### src/rtl/sbf_pkg.sv
package sbf_pkg;
  localparam int PAYLOAD_BYTES = 5;
  localparam int FRAME_BYTES   = PAYLOAD_BYTES + 1;
  localparam int PAYLOAD_W     = PAYLOAD_BYTES * 8;
  localparam int CHAR_BITS     = 11;
  localparam int IDX_W         = $clog2(FRAME_BYTES + 1);

  typedef logic [7:0] byte_t;

  // seeded XOR of all payload bytes
  function automatic byte_t frame_check(input logic [PAYLOAD_W-1:0] p, input byte_t seed);
    byte_t acc;
    acc = seed;
    for (int k = 0; k < PAYLOAD_BYTES; k++) acc = acc ^ p[k*8 +: 8];
    return acc;
  endfunction

  // {stop, even parity, data, start}, bit 0 leaves first
  function automatic logic [CHAR_BITS-1:0] char_word(input byte_t d);
    return {1'b1, ^d, d, 1'b0};
  endfunction
endpackage

### src/rtl/sbf_baud.sv
module sbf_baud #(
  parameter int CLKS_PER_BIT = 16
) (
  input  logic clk,
  input  logic rst_n,
  input  logic run,
  input  logic restart,
  output logic tick
);
  localparam int CNT_W = $clog2(CLKS_PER_BIT + 1);
  localparam logic [CNT_W-1:0] LAST = CNT_W'(CLKS_PER_BIT - 1);

  logic [CNT_W-1:0] cnt_q, cnt_d;

  always_comb begin
    tick  = run && !restart && (cnt_q == LAST);
    cnt_d = cnt_q;
    if (restart || !run)   cnt_d = '0;
    else if (cnt_q == LAST) cnt_d = '0;
    else                   cnt_d = cnt_q + 1'b1;
  end

  always_ff @(posedge clk or negedge rst_n) begin
    if (!rst_n) cnt_q <= '0;
    else        cnt_q <= cnt_d;
  end
endmodule

### src/rtl/sbf_serializer.sv
module sbf_serializer
  import sbf_pkg::*;
#(
  parameter int CLKS_PER_BIT = 16
) (
  input  logic  clk,
  input  logic  rst_n,
  input  logic  load,
  input  byte_t data,
  output logic  ser_busy,
  output logic  ser_done,
  output logic  txd
);
  localparam int BC_W = $clog2(CHAR_BITS + 1);
  localparam logic [BC_W-1:0] LAST_BIT = BC_W'(CHAR_BITS - 1);

  logic [CHAR_BITS-1:0] sh_q, sh_d;
  logic [BC_W-1:0]      bc_q, bc_d;
  logic                 run_q, run_d;
  logic                 tick;

  sbf_baud #(.CLKS_PER_BIT(CLKS_PER_BIT)) u_baud (
    .clk    (clk),
    .rst_n  (rst_n),
    .run    (run_q),
    .restart(load),
    .tick   (tick)
  );

  always_comb begin
    sh_d     = sh_q;
    bc_d     = bc_q;
    run_d    = run_q;
    ser_done = run_q && tick && (bc_q == LAST_BIT);
    if (load) begin
      sh_d  = char_word(data);
      bc_d  = '0;
      run_d = 1'b1;
    end else if (run_q && tick) begin
      sh_d = {1'b1, sh_q[CHAR_BITS-1:1]};
      if (bc_q == LAST_BIT) begin
        run_d = 1'b0;
        bc_d  = '0;
      end else begin
        bc_d = bc_q + 1'b1;
      end
    end
  end

  always_ff @(posedge clk or negedge rst_n) begin
    if (!rst_n) begin
      sh_q  <= '1;
      bc_q  <= '0;
      run_q <= 1'b0;
    end else begin
      sh_q  <= sh_d;
      bc_q  <= bc_d;
      run_q <= run_d;
    end
  end

  assign txd      = sh_q[0];
  assign ser_busy = run_q;


  load_idle_chk: assert property (@(posedge clk) disable iff (!rst_n) load |-> !run_q);

  stop_high_chk: assert property (@(posedge clk) disable iff (!rst_n) ser_done |-> txd);
endmodule

### src/rtl/sbf_frame_ctrl.sv
module sbf_frame_ctrl
  import sbf_pkg::*;
#(
  parameter logic [7:0] SEED        = 8'h5A,
  parameter int         HOLD_RELOAD = 7,
  parameter int         HOLD_W      = 3
) (
  input  logic                 clk,
  input  logic                 rst_n,
  input  logic                 start,
  input  logic                 resend,
  input  logic [PAYLOAD_W-1:0] payload,
  input  logic                 hold_tick,
  input  logic                 ser_busy,
  input  logic                 ser_done,
  output logic                 ser_load,
  output byte_t                ser_byte,
  output logic                 busy,
  output logic                 done,
  output logic [HOLD_W-1:0]    holdoff
);
  localparam logic [IDX_W-1:0] IDX_END = IDX_W'(FRAME_BYTES);

  logic [PAYLOAD_W-1:0] stage_q, stage_d, last_q, last_d;
  logic [IDX_W-1:0]     idx_q, idx_d;
  logic                 busy_q, busy_d, done_q, done_d;
  logic [HOLD_W-1:0]    hold_q, hold_d;
  logic                 take_new, take_old, finish;
  byte_t                check_byte;

  assign check_byte = frame_check(stage_q, SEED);
  assign take_new   = start && !busy_q;
  assign take_old   = resend && !start && !busy_q;
  assign finish     = busy_q && (idx_q == IDX_END) && ser_done;
  assign ser_load   = busy_q && (idx_q != IDX_END) && !ser_busy;

  always_comb begin
    ser_byte = check_byte;
    for (int k = 0; k < PAYLOAD_BYTES; k++)
      if (idx_q == IDX_W'(k)) ser_byte = stage_q[k*8 +: 8];
  end

  always_comb begin
    stage_d = stage_q;
    last_d  = last_q;
    idx_d   = idx_q;
    busy_d  = busy_q;
    done_d  = 1'b0;
    hold_d  = hold_q;
    if (take_new) begin
      stage_d = payload;
      last_d  = payload;
      busy_d  = 1'b1;
      idx_d   = '0;
    end else if (take_old) begin
      stage_d = last_q;
      busy_d  = 1'b1;
      idx_d   = '0;
    end
    if (ser_load) idx_d = idx_q + 1'b1;
    if (finish) begin
      busy_d = 1'b0;
      done_d = 1'b1;
    end
    if (finish)                        hold_d = HOLD_W'(HOLD_RELOAD);
    else if (hold_tick && hold_q != '0) hold_d = hold_q - 1'b1;
  end

  always_ff @(posedge clk or negedge rst_n) begin
    if (!rst_n) begin
      stage_q <= '0;
      last_q  <= '0;
      idx_q   <= '0;
      busy_q  <= 1'b0;
      done_q  <= 1'b0;
      hold_q  <= '0;
    end else begin
      stage_q <= stage_d;
      last_q  <= last_d;
      idx_q   <= idx_d;
      busy_q  <= busy_d;
      done_q  <= done_d;
      hold_q  <= hold_d;
    end
  end

  assign busy    = busy_q;
  assign done    = done_q;
  assign holdoff = hold_q;


  done_pulse_chk: assert property (@(posedge clk) disable iff (!rst_n) done_q |=> !done_q);

  done_idle_chk: assert property (@(posedge clk) disable iff (!rst_n) done_q |-> !busy_q);

  hold_reload_chk: assert property (@(posedge clk) disable iff (!rst_n)
    done_q |-> hold_q == HOLD_W'(HOLD_RELOAD));

  idx_range_chk: assert property (@(posedge clk) disable iff (!rst_n) idx_q <= IDX_END);

  busy_cause_chk: assert property (@(posedge clk) disable iff (!rst_n)
    $rose(busy_q) |-> $past(start || resend));

  stage_hold_chk: assert property (@(posedge clk) disable iff (!rst_n)
    (busy_q && $past(busy_q)) |-> $stable(stage_q));
endmodule

### src/rtl/sixbyte_frame_tx.sv
module sixbyte_frame_tx
  import sbf_pkg::*;
#(
  parameter int         CLKS_PER_BIT = 16,
  parameter logic [7:0] SEED         = 8'h5A,
  parameter int         HOLD_RELOAD  = 7,
  parameter int         HOLD_W       = $clog2(HOLD_RELOAD + 1)
) (
  input  logic                 clk,
  input  logic                 rst_n,
  input  logic                 start,
  input  logic                 resend,
  input  logic [PAYLOAD_W-1:0] payload,
  input  logic                 hold_tick,
  output logic                 txd,
  output logic                 busy,
  output logic                 done,
  output logic [HOLD_W-1:0]    holdoff
);
  logic  ser_load, ser_busy, ser_done;
  byte_t ser_byte;

  sbf_frame_ctrl #(
    .SEED(SEED), .HOLD_RELOAD(HOLD_RELOAD), .HOLD_W(HOLD_W)
  ) u_ctrl (
    .clk      (clk),
    .rst_n    (rst_n),
    .start    (start),
    .resend   (resend),
    .payload  (payload),
    .hold_tick(hold_tick),
    .ser_busy (ser_busy),
    .ser_done (ser_done),
    .ser_load (ser_load),
    .ser_byte (ser_byte),
    .busy     (busy),
    .done     (done),
    .holdoff  (holdoff)
  );

  sbf_serializer #(.CLKS_PER_BIT(CLKS_PER_BIT)) u_ser (
    .clk     (clk),
    .rst_n   (rst_n),
    .load    (ser_load),
    .data    (ser_byte),
    .ser_busy(ser_busy),
    .ser_done(ser_done),
    .txd     (txd)
  );


  idle_line_chk: assert property (@(posedge clk) disable iff (!rst_n) !busy |-> txd);
endmodule

### config.mk
export PLATFORM = sky130hd
export DESIGN_NAME = sixbyte_frame_tx
export DESIGN_NICKNAME = d
export VERILOG_FILES = /design/src/rtl/sbf_pkg.sv /design/src/rtl/sbf_baud.sv /design/src/rtl/sbf_serializer.sv /design/src/rtl/sbf_frame_ctrl.sv /design/src/rtl/sixbyte_frame_tx.sv
export SDC_FILE = /design/constraint.sdc
export NUM_CORES = 1
export LEC_CHECK = 0
export BUFFER_PORTS_ARGS = -buffer_cell sky130_fd_sc_hd__buf_4
export CORE_AREA = 3 3 105 157
export CTS_CLUSTER_DIAMETER = 30
export CTS_CLUSTER_SIZE = 25
export DETAILED_ROUTE_END_ITERATION = 10
export DIE_AREA = 0 0 108 160
export PLACE_DENSITY = 0.52
export SETUP_SLACK_MARGIN = 0.05
export SLEW_MARGIN = 20
export SYNTH_ARGS = -nofsm -noshare
export SYNTH_HDL_FRONTEND = slang
export SYNTH_SLANG_ARGS = --single-unit
### constraint.sdc
create_clock -name clk -period 4.1 [get_ports clk]
set_input_delay 0.615 -clock clk [delete_from_list [all_inputs] [get_ports clk]]
set_output_delay 0.615 -clock clk [all_outputs]
set_load 0.01 [all_outputs]
==> results.toml <==
[clock_tree]
clkTransAtPathRegs_ps = 70
clock_sinks = 108
cts_max_level = 3
worst_skew_pair.late_latency_ps = 340
clk_path_buf_depth = 2
cts_root_buffer = "clkbuf_16"
ctsHoldBuffers = 0
cts_resized = 0
post_cts_buffers = 0
cts_tree = "built"
cts_made_buffers = 9

[detailed_routing]
firstDrtPassIters = 4
drt-wirelength-per-cell_um = 16.4
detail-route-antenna-nets = 0
vias = 3418
drc = 0
wl_um = 11300
viasPerCell = 4.98
drtIter0Drc = 119

[die]
die_x_um = 108
die_y_um = 160
coreArea_sq_um = 15200
start_util = 0.348
rows = 55
ios = 51
dieArea_sq_um = 17300

[worst_setup_path]
crit_path_start_kind = "flop"
cp.required_ps = 4370
end_kind = "flop"
cp.arrival_ps = 3530
critical_path.max_fanout = 22
r2r_slack_ps = 840
critical_path_class = "reg -> reg"

[synth]
syn_nets = 491
avgSynthCellArea_sq_um = 12.1
netlist_instances = 438
synth_edf_count = 0
synth_ff_type = "dfrtp_1"
async_reset_ff_frac = 1.00
ys_warn_count = 0
ys_seq_area_frac = 0.513
netlist_area_sq_um = 5290
synth_seq_cells = 108
synth_cell_types = 62

[min_path]
hp-class = "in -> async"

[finish]
final_area_sq_um = 6160
syn_to_final_growth_pct = 16.4
postLayoutCoreUtil = 0.405
diodes = 0
nNetsFinal = 537
drive_gt1_frac = 0.365

[sta]
slew_violations = 0
fmax_mhz = 307
finalHoldViolations = 0
finalCriticalPeriod_ps = 3260
rsz0062_at_grt = "false"
skew_ps = 8.14
max_slew_margin = 0.518
fin_setup_tns_ps = 0
fin_hold_ws_ps = 304
setup_viol = 0
post-route-period-util = 0.794
tightest_slew_ps = 722

[placed_design]
dpl-instance-area_sq_um = 5870
hpwlAfterDp_um = 8360
place_congestion = 0.842
portBuffers = 50

[global_route]
grt_pass1_wl_um = 18900
grt_pass1_vias = 3646
antenna_found_initial = 0
grt-ovfl-total = 0
grt_usage = 0.140
grt_max_degree = 80

[power]
p_leak_nw = 2.77
power_density_nw_per_um2 = 578
ir_worst_vdd_v = 0.000270

[run]
maxCapViolations = 0

[run_status]
status = "finished clean"
[routing by layer]
metal / global-route usage / up-vias / wire length, um
li1: - / 1654 / -
met1: 0.167 / 1710 / 4620
met2: 0.248 / 42 / 6180
met3: 0.0226 / 12 / 246
met4: 0.0534 / 0 / 223
met5: 0 / - / 0
[registers in the layout (all words and copies together), names as in the netlist]
| signal | count |
|---|---|
| u_ctrl.busy | 1 |
| u_ctrl.done | 1 |
| u_ctrl.holdoff | 3 |
| u_ctrl.idx_q | 3 |
| u_ctrl.last_q | 40 |
| u_ctrl.stage_q | 40 |
| u_ser.bc_q | 4 |
| u_ser.ser_busy | 1 |
| u_ser.sh_q | 10 |
| u_ser.u_baud.cnt_q | 5 |
[synth_stat cells, types with 9 or more instances]
library cell,number,area [sq um]
a21oi_1,14,70.1
clkbuf_1,12,45.0
dfrtp_1,98,2450
dfstp_2,10,263
inv_1,12,45.0
mux2_2,81,912
nand2_1,21,78.8
nand2b_1,9,56.3
nand3_1,12,60.1
nor2_1,23,86.3
o21ai_0,16,80.1
xnor2_1,18,158
[through the flow]
step / worst slack (ps) / power [mW] / instances
6_report: 844 / 3.56 / 687
4_1_cts: 887 / 3.59 / 686
3_5_place_dp: 916 / 2.78 / 671
5_1_grt: 620 / 3.81 / 687
2_1_floorplan: 1410 / 2.46 / 438
3_3_place_gp: 1060 / 2.74 / 670
[layout by cell type (no fill, tap or decap), drive strengths merged, types with 12 or more instances in the layout]
master | netlist | routed
xnor2 | 19 | 19
dfrtp | 98 | 98
mux2 | 81 | 81
o21ai | 17 | 17
inv | 12 | 14
nand2 | 22 | 22
buf | 8 | 56
nand3 | 12 | 12
a21oi | 14 | 14
nor2 | 23 | 23
[worst paths after layout]
kind / cells after the start / from / end
max: 10 / u_ctrl.idx_q[2] / u_ser.sh_q[9]
min: 1 / rst_n / u_ctrl.done
max reg2reg: 10 / u_ctrl.idx_q[2] / u_ser.sh_q[9]
min reg2reg: 1 / u_ser.u_baud.cnt_q[0] / u_ser.u_baud.cnt_q[0]
max in group asynchronous: 2 / rst_n / u_ctrl.stage_q[1]
min in group clk: 1 / u_ser.u_baud.cnt_q[0] / u_ser.u_baud.cnt_q[0]
[cells by family (layout without fill, tap and decap cells)]
logic type	count (synthesis)	after routing	share of synthesized area
DFF	108	108	0.513
and+or+nand+nor	106	106	0.108
buffers and inverters	33	83	0.0305
adders and majority gates	8	8	0.0189
AOI/OAI and AO/OA	73	73	0.0965
xor gates and xnor gates	26	26	0.0549
muxes	84	84	0.178
[power breakdown]
part | leakage, nW | switching, mW | internal [mW]
logic | 1.28 | 0.720 | 0.622
clock network | 0.125 | 0.383 | 0.412
registers | 1.36 | 0.150 | 1.27
[area by class of cell]
class	instances	area, sq um
Clock buffer	10	229
Tap cell	199	249
Fill cell	1457	9050
Timing Repair Buffer	56	449
Inverter	12	45.0
Multi-Input combinational cell	297	2430
Sequential cell	108	2720
Clock inverter	5	37.5
[worst max-delay path, cell delays in order, from the launching register on]
cell	delay (ps)
dfrtp_1	620
inv_1	140
ha_1	570
nand2b_1	100
mux2_2	300
or4b_1	170
nand3_1	140
or3_1	420
a211oi_1	420
o211ai_1	120
and3b_1	190
No activity file was read; power rests on OpenSTA's default activity.
